### src/rtl/dec_ascii_pkg.sv
package dec_ascii_pkg;

  localparam logic [7:0] ASCII_ZERO = 8'h30;

  // ten to the power n, evaluated at elaboration
  function automatic int unsigned pow10(input int n);
    int unsigned acc;
    acc = 1;
    for (int i = 0; i < n; i++) acc = acc * 10;
    return acc;
  endfunction

endpackage

### src/rtl/dec_digit_step.sv
// One digit step: restoring subtract against 8,4,2,1 x WEIGHT, then rem*10.
module dec_digit_step #(
  parameter int          WORK_W = 20,
  parameter int unsigned WEIGHT = 10000
) (
  input  logic [WORK_W-1:0] work_i,
  output logic [3:0]        digit_o,
  output logic [WORK_W-1:0] next_o
);
  localparam int STAGES = 4;

  logic [WORK_W-1:0] chain [0:STAGES];
  logic [WORK_W-1:0] rem;

  assign chain[0] = work_i;

  for (genvar k = 0; k < STAGES; k++) begin : g_stage
    localparam int unsigned THR_INT = WEIGHT * (1 << (STAGES - 1 - k));
    localparam logic [WORK_W-1:0] THR = WORK_W'(THR_INT);
    logic hit;
    assign hit = chain[k] >= THR;
    assign chain[k+1] = hit ? (chain[k] - THR) : chain[k];
    assign digit_o[STAGES-1-k] = hit;
  end

  assign rem    = chain[STAGES];
  // times ten by shift-and-add: 8x + 2x
  assign next_o = (rem << 3) + (rem << 1);

endmodule

### src/rtl/dec_seq_ctrl.sv
// Tracks the conversion in progress and the digit position.
module dec_seq_ctrl #(
  parameter int NDIG = 5
) (
  input  logic clk,
  input  logic rst,
  input  logic start_i,
  input  logic reject_i,
  input  logic advance_i,
  output logic busy_o,
  output logic final_o,
  output logic err_o
);
  localparam int CNT_W = (NDIG > 1) ? $clog2(NDIG) : 1;
  localparam logic [CNT_W-1:0] LAST_POS = CNT_W'(NDIG - 1);

  logic [CNT_W-1:0] pos_q;
  logic             busy_q;
  logic             err_q;

  always_ff @(posedge clk) begin
    if (rst) begin
      busy_q <= 1'b0;
      pos_q  <= '0;
      err_q  <= 1'b0;
    end else begin
      err_q <= reject_i;
      if (start_i) begin
        busy_q <= 1'b1;
        pos_q  <= '0;
      end else if (advance_i) begin
        if (pos_q == LAST_POS) begin
          busy_q <= 1'b0;
          pos_q  <= '0;
        end else begin
          pos_q <= pos_q + 1'b1;
        end
      end
    end
  end

  assign busy_o  = busy_q;
  assign final_o = busy_q && (pos_q == LAST_POS);
  assign err_o   = err_q;

  // a started conversion keeps running until its final digit leaves
  a_r7_busy_holds: assert property (@(posedge clk) disable iff (rst)
    (busy_q && !(advance_i && final_o)) |=> busy_q);

  // the final-position flag never appears without a conversion
  a_r5_final_in_busy: assert property (@(posedge clk) disable iff (rst)
    final_o |-> busy_q);

  // position counter stays inside the five digit slots
  a_r3_pos_bound: assert property (@(posedge clk) disable iff (rst)
    pos_q <= LAST_POS);

  // a reject pulse never coexists with a conversion
  a_r8_err_idle: assert property (@(posedge clk) disable iff (rst)
    err_q |-> !busy_q);

endmodule

### src/rtl/dec_ascii_stream.sv
module dec_ascii_stream
  import dec_ascii_pkg::*;
#(
  parameter int IN_W = 17,
  parameter int NDIG = 5
) (
  input  logic            clk,
  input  logic            rst,
  input  logic            in_valid,
  output logic            in_ready,
  input  logic [IN_W-1:0] in_data,
  output logic            out_valid,
  input  logic            out_ready,
  output logic [7:0]      out_data,
  output logic            out_last,
  output logic            range_err
);
  localparam int unsigned LIMIT  = pow10(NDIG);
  localparam int unsigned TOP_WT = pow10(NDIG - 1);
  localparam int          WORK_W = IN_W + 3;
  localparam logic [WORK_W-1:0] LIMIT_W = WORK_W'(LIMIT);

  logic [WORK_W-1:0] work_q;
  logic [WORK_W-1:0] work_next;
  logic [WORK_W-1:0] in_ext;
  logic [3:0]        digit;
  logic              busy, final_pos;
  logic              accept, in_ok, take;

  assign in_ext = WORK_W'(in_data);
  assign in_ok  = in_ext < LIMIT_W;
  assign accept = in_valid && in_ready;
  assign take   = out_valid && out_ready;

  dec_seq_ctrl #(.NDIG(NDIG)) u_ctrl (
    .clk      (clk),
    .rst      (rst),
    .start_i  (accept && in_ok),
    .reject_i (accept && !in_ok),
    .advance_i(take),
    .busy_o   (busy),
    .final_o  (final_pos),
    .err_o    (range_err)
  );

  dec_digit_step #(.WORK_W(WORK_W), .WEIGHT(TOP_WT)) u_step (
    .work_i (work_q),
    .digit_o(digit),
    .next_o (work_next)
  );

  always_ff @(posedge clk) begin
    if (rst) begin
      work_q <= '0;
    end else if (accept && in_ok) begin
      work_q <= in_ext;
    end else if (take) begin
      work_q <= work_next;
    end
  end

  assign in_ready  = !busy;
  assign out_valid = busy;
  assign out_data  = ASCII_ZERO | {4'h0, digit};
  assign out_last  = final_pos;

  // reset returns the stream to idle
  a_r1_reset_idle: assert property (@(posedge clk)
    rst |=> (!out_valid && !range_err && in_ready));

  // an in-range word yields a first, non-final byte next cycle
  a_r2_first_digit: assert property (@(posedge clk) disable iff (rst)
    (accept && in_ok) |=> (out_valid && !out_last));

  // bytes are ASCII decimal digits
  a_r3_ascii_digit: assert property (@(posedge clk) disable iff (rst)
    out_valid |-> (out_data[7:4] == 4'h3 && out_data[3:0] <= 4'd9));

  // working value stays below the decimal limit (no overflow of times ten)
  a_r4_no_overflow: assert property (@(posedge clk) disable iff (rst)
    out_valid |-> (work_q < LIMIT_W));

  // stalled byte is held
  a_r6_hold_stall: assert property (@(posedge clk) disable iff (rst)
    (out_valid && !out_ready) |=>
      (out_valid && $stable(out_data) && $stable(out_last)));

  // no new word while bytes are pending
  a_r7_no_accept_busy: assert property (@(posedge clk) disable iff (rst)
    out_valid |-> !in_ready);

  // idle right after the final byte is taken
  a_r7_ready_after_last: assert property (@(posedge clk) disable iff (rst)
    (take && out_last) |=> in_ready);

  // out-of-range word flags an error and starts nothing
  a_r8_reject: assert property (@(posedge clk) disable iff (rst)
    (accept && !in_ok) |=> (range_err && !out_valid && in_ready));

endmodule

### config.mk
export PLATFORM = sky130hd
export DESIGN_NAME = dec_ascii_stream
export DESIGN_NICKNAME = d
export VERILOG_FILES = /design/src/rtl/dec_ascii_pkg.sv /design/src/rtl/dec_digit_step.sv /design/src/rtl/dec_seq_ctrl.sv /design/src/rtl/dec_ascii_stream.sv
export SDC_FILE = /design/constraint.sdc
export NUM_CORES = 1
export LEC_CHECK = 0
export BUFFER_PORTS_ARGS = -buffer_cell sky130_fd_sc_hd__buf_2
export CAP_MARGIN = 10
export CORE_ASPECT_RATIO = 0.75
export CORE_MARGIN = 2
export CORE_UTILIZATION = 33
export DETAILED_ROUTE_END_ITERATION = 12
export PLACE_DENSITY = 0.47
export SYNTH_ARGS = -nofsm -noshare
export SYNTH_HDL_FRONTEND = slang
export SYNTH_HIERARCHICAL = 1
export SYNTH_SLANG_ARGS = --single-unit
export TNS_END_PERCENT = 1
### constraint.sdc
create_clock -name clk -period 25.6 [get_ports clk]
set_input_delay 1.28 -clock clk [delete_from_list [all_inputs] [get_ports clk]]
set_output_delay 1.28 -clock clk [all_outputs]
set_load 0.01 [all_outputs]
* After elaboration in Yosys (flattened, before gate mapping)
Cells that the tools add are included.
** Word-level totals
- Flip-flop bits (word level) :: 25
- Output and inout bits :: 12
- Logic and storage cells :: 38
** Operators by class
- Add/sub/neg operators :: 6
- Order comparisons :: 5
- Eq/ne operators :: 1
- Multiplexer cells :: 10
- Reduce and logical (&&, ||, !) cells :: 11
** Operators with widths (count)
- $mux 20 :: 3
- $mux 17 :: 2
- $add 20x20->20 :: 1
- $ge 20x14->1 const B :: 1
- $ge 20x15->1 const B :: 1
- $ge 20x16->1 const B :: 1
- $ge 20x17->1 const B :: 1
- $sub 20x15->20 const B :: 1
- $sub 20x16->20 const B :: 1
- $sub 20x17->20 const B :: 1
- $mux 19 :: 1
- $sub 19x14->19 const B :: 1
- $lt 17x17->1 const B :: 1
- $logic_and 1x1->1 :: 5
- $reduce_bool 2->1 :: 2
- $add 3x1->3 const B :: 1
- $eq 3x3->1 const B :: 1
- $mux 1 :: 3
- $mux 3 :: 1
- $logic_not 1->1 :: 2
- $reduce_and 2->1 :: 1
- $reduce_or 2->1 :: 1

* Logic depth before layout (Yosys ltp)
Gate-level depths: netlist of run 1.
- Word-level depth :: 11
- Gate-level depth with buffers :: 44
- Mapped depth without buffers :: 38

* Hierarchy
Netlist of run 1, hierarchy kept.
** By module, submodules not included
- dec_digit_step :: times used 1, cells each 531, area an instance 3762.4 µm², sequential area each 0.0 µm²
- dec_ascii_stream :: times used 1, cells each 90, area an instance 963.4 µm², sequential area each 400.4 µm²
- dec_seq_ctrl :: times used 1, cells each 24, area an instance 227.7 µm², sequential area each 100.1 µm²

* Worst setup path before layout of run 1
OpenSTA, ideal clock, no wires.
- Kind :: flip-flop to flip-flop
- Start point :: register work_q[14]
- End point :: register work_q[19]
- Library setup time :: 0.135 ns
- Arrival time :: 8.149 ns
- Required time :: 25.465 ns
- Path slack :: 17.316 ns
- Cell stages (with the launch flop) :: 44
- Buffers on the path :: 5
- Cell sequence :: dfxtp_1 -> buf_2 -> or4b_4 -> nor3_4 -> nor2_1 -> xnor2_1 -> ha_1 -> o2111ai_2 -> a41o_1 -> buf_6 -> nor3_4 -> buf_6 -> xnor2_1 -> ha_1 -> nand2_1 -> nand4_1 -> or4_1 -> o31a_1 -> (+8 left out) -> ha_1 -> a21oi_1 -> o21ai_0 -> a21oi_1 -> o21ai_0 -> a21o_1 -> nand2_1 -> nor2b_1 -> a31oi_1 -> a31oi_1 -> o32ai_1 -> mux2_4 -> o211ai_2 -> o211ai_2 -> a2111oi_2 -> nor3b_2 -> nand2_1 -> a21oi_1
** On the way
- Cells in the longest elaborated chain, start to end :: 9
- Elaborated cells on any way between the ends :: 13
- Classes of those cells :: add/sub: 5; order compare: 4; mux: 4
** Ends and longest elaborated chain
- from (decl) :: line dec_ascii_stream.sv:23 : logic [WORK_W-1:0] work_q;
- from (signal assigned) :: line dec_ascii_stream.sv:56 : work_q <= in_ext;
- from (signal assigned) :: line dec_ascii_stream.sv:58 : work_q <= work_next;
- $sub 20x17->20 or $ge 20x17->1 (tied branches) :: line dec_digit_step.sv:22, dec_digit_step.sv:21
- $mux 20 * :: line dec_digit_step.sv:22 : assign chain[k+1] = hit ? (chain[k] - THR) : chain[k];
- $sub 20x16->20 or $ge 20x16->1 (tied branches) :: line dec_digit_step.sv:22, dec_digit_step.sv:21
- $mux 20 * :: line dec_digit_step.sv:22
- $sub 20x15->20 or $ge 20x15->1 (tied branches) :: line dec_digit_step.sv:22, dec_digit_step.sv:21
- $mux 20 * :: line dec_digit_step.sv:22
- $ge 20x14->1 * :: line dec_digit_step.sv:21 : assign hit = chain[k] >= THR;
- net u_step.g_stage[3].hit :: line dec_digit_step.sv:20 : logic hit;
- $mux 19 * :: line dec_digit_step.sv:22
- $add 20x20->20 * :: line dec_digit_step.sv:28 : assign next_o = (rem << 3) + (rem << 1);
- net work_next[19] :: line dec_ascii_stream.sv:24 : logic [WORK_W-1:0] work_next;
Mark *: on every way through the listed nets, which the timed path passes. The rest lies on a longest branch.
A chain may end at the register's enable or synchronous reset.

* Worst setup path after layout of run 1
- Start point :: register work_q[16]
- End point :: register work_q[19]
** On the way
- Cells in the longest elaborated chain, start to end :: 9
- Elaborated cells on any way between the ends :: 13
- Classes of those cells :: add/sub: 5; order compare: 4; mux: 4
** Ends and longest elaborated chain (line)
- $sub 20x17->20 or $ge 20x17->1 (tied branches) :: dec_digit_step.sv:22, dec_digit_step.sv:21
- $mux 20 * :: dec_digit_step.sv:22
- $sub 20x16->20 or $ge 20x16->1 (tied branches) :: dec_digit_step.sv:22, dec_digit_step.sv:21
- $mux 20 * :: dec_digit_step.sv:22
- $sub 20x15->20 or $ge 20x15->1 (tied branches) :: dec_digit_step.sv:22, dec_digit_step.sv:21
- $mux 20 * :: dec_digit_step.sv:22
- $sub 19x14->19 or $ge 20x14->1 (tied branches) :: dec_digit_step.sv:22, dec_digit_step.sv:21
- $mux 19 * :: dec_digit_step.sv:22
- $add 20x20->20 * :: dec_digit_step.sv:28
- net work_next[19] :: dec_ascii_stream.sv:24
Marks and branches as above.

==> impl_metrics.yaml, run 1 <==
routing:
  avgRoutedWirePerCell_um: 19.2
  vias_per_cell: 6.13
  drcViolationCount: 0
  ant_nets: 0
  postRouteWirelength_um: 16100
  firstDrtPassIters: 5
  vias: 5152
  drt_iter0_markers: 587
floorplan:
  coreArea_mm2: 0.0145
  initial_core_util_pct: 34.0
  die_area_mm2: 0.0160
  pin_count: 33
  die_width_um: 145
  row_count: 38
  fp.dieH_um: 110
clocking:
  path_clk_slew_ns: 0.07
  htreeDepth: 1
  holdBufCountCts: 0
  clk-insertion-delay-late_ns: 0.26
  cts_tree: "built"
  cts_setup_buffers: 0
  cts_buffers: 3
  clk_path_buf_depth: 2
  cts-root-buf: "clkbuf_16"
  post_cts_resized: 0
  cts.sinks: 25
synth:
  synth_top_area_share_pct: 10.1
  ys.flop_type: "dfxtp_1"
  ys_top_cells_by_area: "dfxtp_1 (10%), ha_1 (5.6%), xnor2_1 (5.0%)"
  syn_avg_cell_area_um2: 7.68
  ys_types: 99
  synth-seq-cells: 25
  syn-instance-count: 645
  synth-edff-count: 0
  ys_seq_area_share_pct: 10.1
  yosysWarningCount: 6
  syn-cell-area_mm2: 0.00495
  synth_xor_area_share_pct: 8.28
  synth_top_family_by_area: "compound AO/OA/AOI/OAI gates"
  synthAdderAreaFrac_pct: 5.96
  synth_mux_area_share_pct: 5.83
  synthSimpleGateAreaFrac_pct: 26.5
  yosys.area.top_type: "dfxtp_1"
  synth_compound_area_share_pct: 35.6
  synth-async-reset-ratio_pct: 0
setup_path:
  reg2reg_depth: 38
  arrival_ns: 9.75
  slowest_stage: "nor3_4"
  crit_start: "work_q[16]"
  critPathCapture: "work_q[19]"
  critPathMostFrequentCell: "xnor2_1"
  crit_path_start_kind: "register"
  r2r_slack_ns: 15.97
  critical_path_class: "register to register"
  worst-path-max-fanout: 14
  max_stage_delay_ns: 0.64
  rr_endpoint: "work_q[19]"
  setup.worst_path.end_class: "register"
  crit_required_ns: 25.71
  reg2reg_from: "work_q[16]"
timing:
  max_slew_margin_pct: 25.8
  fin_ws_ns: 15.97
  rsz0062_at_grt: "false"
  slew_viol_final: 0
  hold_violations: 0
  min_period_ns: 9.63
  clock.fmax_mhz: 104
  worst_pin_slew_ns: 1.11
  finalSetupTns_ns: 0
  period_share_pct: 37.6
  clock_skew_ns: 0.00373
  setup_viol: 0
global_route:
  grt_max_degree: 27
  grt.total_usage_pct: 20.0
  grt_pass1_wl_um: 26000
  grt_pass1_vias: 4665
  antenna_found_initial: 0
  grt_overflow: 0
placed_design:
  io_buffers: 28
  place_inst: 837
  hpwlAfterDp_um: 13100
  place_congestion: 0.938
  dp_slack_ns: 16.13
  dpl-instance-area_mm2: 0.00512
layout:
  drive_gt1_share_pct: 14.5
  stdcell_area_mm2: 0.00520
  fin_nets: 686
  diodes: 0
  areaGrowthSynthToFinish_pct: 4.90
  nFillCells: 1592
  layout.cells.non_filler: 841
status:
  status: "finished, final reports clean"
run:
  maxCapViolCount: 0
min_path:
  hold_class: "register to register"
## worst min-delay path by stage
| stage | from | to | slack [ns] | cells past startpoint |
|---|---|---|---|---|
| final | work_q[19] | work_q[19] | 0.54 | 2 |
| after global routing | work_q[19] | work_q[19] | 0.60 | 2 |
| after CTS | work_q[19] | work_q[19] | 0.55 | 2 |
| after detailed placement | work_q[19] | work_q[19] | 0.54 | 2 |
| after global placement | work_q[19] | work_q[19] | 0.54 | 2 |
| after floorplan | work_q[17] | work_q[17] | 0.45 | 2 |
## cell families after synthesis
group | Yosys count
compound gates | 221
xor+xnor | 46
fa+ha+maj | 23
buf+inv | 72
flops | 25
mux | 28
other cells | 3
simple gates | 227
## Yosys cell counts, types with 4 or more instances
cell / count
a211oi_1: 6
nor2_1: 34
nor4_1: 13
a211o_1: 7
dfxtp_1: 25
o21bai_1: 5
xor2_1: 17
o2111ai_1: 4
a21oi_1: 25
o32ai_1: 4
mux2i_1: 24
a41oi_1: 5
a21o_1: 7
o31a_1: 4
and2_1: 5
o2bb2ai_1: 13
nand4_1: 8
nor2b_1: 7
buf_6: 5
and3_1: 11
a22oi_1: 5
ha_1: 22
or4_1: 6
buf_4: 12
clkbuf_1: 11
inv_1: 31
o21ai_0: 28
o2bb2ai_2: 5
xnor2_1: 28
o31ai_1: 6
nand2_1: 55
nor3_1: 21
a31oi_1: 20
or3_1: 4
o22ai_1: 6
nand3_1: 29
buf_2: 10
o211ai_1: 7
o21a_1: 5
a31o_2: 5
o21ai_1: 6
## routing by layer
metal	GRT usage (%)	vias up	routed length [µm]
li1	-	2489	-
met1	30.4	2402	8090
met2	29.6	228	6490
met3	2.92	33	1220
met4	4.06	0	322
met5	0	-	0
## metrics by stage
step / hold slack, ns / util, %
5_1_grt: 0.603 / 35.7
2_1_floorplan: 0.449 / -
4_1_cts: 0.545 / 35.7
3_3_place_gp: 0.545 / 35.2
6_report: 0.537 / 35.7
3_5_place_dp: 0.536 / 35.2
## registers in the layout (all words and copies together), names as in the netlist
register       count
u_ctrl/err_o       1
work_q            20
u_ctrl/pos_q       3
u_ctrl/busy_o      1
## worst max-delay path: cells and delay by family (launching register included)
kind	cells	cell delay [ns]
and+or+nand+nor	12	3.32
AOI/OAI and AO/OA	18	3.40
muxes	1	0.28
xor gates and xnor gates	4	1.00
adders and majority gates	3	0.91
DFF	1	0.56
## final cells by class
type,count,area [µm²],share of cell area [%]
Multi-Input combinational cell,550,4090,78.7
Sequential cell,25,500,9.63
Timing Repair Buffer,29,148,2.84
Clock inverter,1,5.00,0.0963
Inverter,33,126,2.43
Clock buffer,3,75.1,1.44
Tap cell,200,250,4.82
## cells in the final DEF, fill, tap and decap left out, types with 21 or more instances in the layout
master,Yosys,layout
a21oi_1,25,25
buf_2,10,28
dfxtp_1,25,25
ha_1,22,22
inv_1,31,31
mux2i_1,24,24
nand2_1,55,55
nand3_1,29,29
nor2_1,34,34
nor3_1,21,21
o21ai_0,28,28
xnor2_1,28,28
Power of run 1 is not shown: default switching activity piles up to over one toggle a cycle in this logic, so the estimate is an artifact.
==> inputs of run 2 (changes only) <==
==> constraint.sdc (replaced) <==
create_clock -name clk -period 9.62 [get_ports clk]
set_input_delay 0.481 -clock clk [delete_from_list [all_inputs] [get_ports clk]]
set_output_delay 0.481 -clock clk [all_outputs]
set_load 0.01 [all_outputs]
==> impl_metrics.yaml, run 2 (same netlist as run 1, synthesis figures left out) <==
status:
  status: "finished, final reports clean"
clocking:
  cts_buffers: 3
  cts.sinks: 25
  clk_path_buf_depth: 2
  cts-root-buf: "clkbuf_16"
  clk-insertion-delay-late_ns: 0.26
  path_clk_slew_ns: 0.07
  htreeDepth: 1
  holdBufCountCts: 0
  cts_tree: "built"
timing:
  worst_pin_slew_ns: 0.945
  clock.fmax_mhz: 111
  max_slew_margin_pct: 36.7
  hold_violations: 0
  slew_viol_final: 0
  clock_skew_ns: 0.00606
  rsz0062_at_grt: "false"
  period_share_pct: 93.6
  finalSetupTns_ns: 0
  min_period_ns: 9.01
  setup_viol: 0
setup_path:
  worst-path-max-fanout: 11
  crit_required_ns: 9.72
  crit_start: "work_q[17]"
  crit_path_start_kind: "register"
  critical_path_class: "register to register"
  arrival_ns: 9.11
  critPathMostFrequentCell: "a21oi_1"
  r2r_slack_ns: 0.61
  reg2reg_from: "work_q[17]"
  critPathCapture: "work_q[19]"
  slowest_stage: "or4b_4"
  max_stage_delay_ns: 0.63
  rr_endpoint: "work_q[19]"
  setup.worst_path.end_class: "register"
  reg2reg_depth: 38
placed_design:
  io_buffers: 28
  place_congestion: 0.903
  hpwlAfterDp_um: 13400
floorplan:
  row_count: 38
  die_area_mm2: 0.0160
  initial_core_util_pct: 34.0
  die_width_um: 145
  fp.dieH_um: 110
  coreArea_mm2: 0.0145
  pin_count: 33
routing:
  drt_iter0_markers: 517
  postRouteWirelength_um: 16300
  drcViolationCount: 0
  avgRoutedWirePerCell_um: 19.1
  ant_nets: 0
  vias_per_cell: 6.17
  vias: 5239
  firstDrtPassIters: 5
layout:
  drive_gt1_share_pct: 16.0
  mostFrequentLayoutCells: "nand2_1 (55), nor2_1 (34), inv_1 (31), nand3_1 (29)"
  areaGrowthSynthToFinish_pct: 6.31
  diodes: 0
  reg_top3: "work_q (20), u_ctrl/pos_q (3)"
  largest_register_ffs: 20
  fin_nets: 694
  final_common_cell: "nand2_1"
  top_register: "work_q"
  final_core_util_pct: 36.2
global_route:
  antenna_found_initial: 0
  grt_pass1_wl_um: 25900
  grt_max_degree: 27
  grt_pass1_vias: 4732
  grt_overflow: 0
  grt.total_usage_pct: 20.0
run:
  maxCapViolCount: 0
min_path:
  hold_class: "primary input to register"
## run 2: worst min-delay path by stage
stage	cells after the start	to	slack [ns]	start
global placement	2	work_q[19]	0.54	work_q[19]
CTS	2	work_q[2]	0.42	in_data[2]
floorplan	2	work_q[17]	0.45	work_q[17]
global route	2	work_q[0]	0.43	in_data[0]
finish	2	work_q[2]	0.42	in_data[2]
detailed placement	2	work_q[19]	0.53	work_q[19]
## run 2: through the flow
step                cells  instance area, µm²  worst slack (ns)  hold WS (ns)
finish                849                5270             0.615         0.421
CTS                   849                5260             0.504         0.419
global route          849                5270            0.0335         0.429
detailed placement    845                5180             0.549         0.529
floorplan             647                4960              1.34         0.449
global placement      845                5180             0.574         0.538
## run 2: worst max-delay path, delay by kind of cell, from the launching register on
kind                     cells  cell delay (ns)
flip-flops                   1             0.45
adder cells (fa/ha/maj)      3             0.87
AO/OA/AOI/OAI               19             3.62
multiplexers                 1             0.28
XOR/XNOR                     3             0.61
AND/OR/NAND/NOR             12             2.99
## run 2: layout make-up
cell class	instances	area, µm²
fillers	1577	9280
multi-input cells	550	4100
flip-flops and latches	25	502
well taps	200	250
repair buffers	37	208
inverters	33	126
clock buffers	3	75.1
clock inverters	1	5.00
## run 2: what timing repair did
| action | in CTS | in global routing |
|---|---|---|
| endpoints found under the setup margin | 0 | 3 |
| buffers inserted | 0 | 0 |
| gates resized for setup | 0 | 3 |
## run 2: layer usage
| metal | vias up | GRT usage (%) | share of wire, % |
|---|---|---|---|
| li1 | 2511 | - | - |
| met1 | 2492 | 29.2 | 49 |
| met2 | 206 | 31.6 | 42 |
| met3 | 30 | 3.00 | 7.2 |
| met4 | 0 | 3.29 | 1.8 |
| met5 | - | 0 | 0 |
Power of run 2 is left out for the same reason.
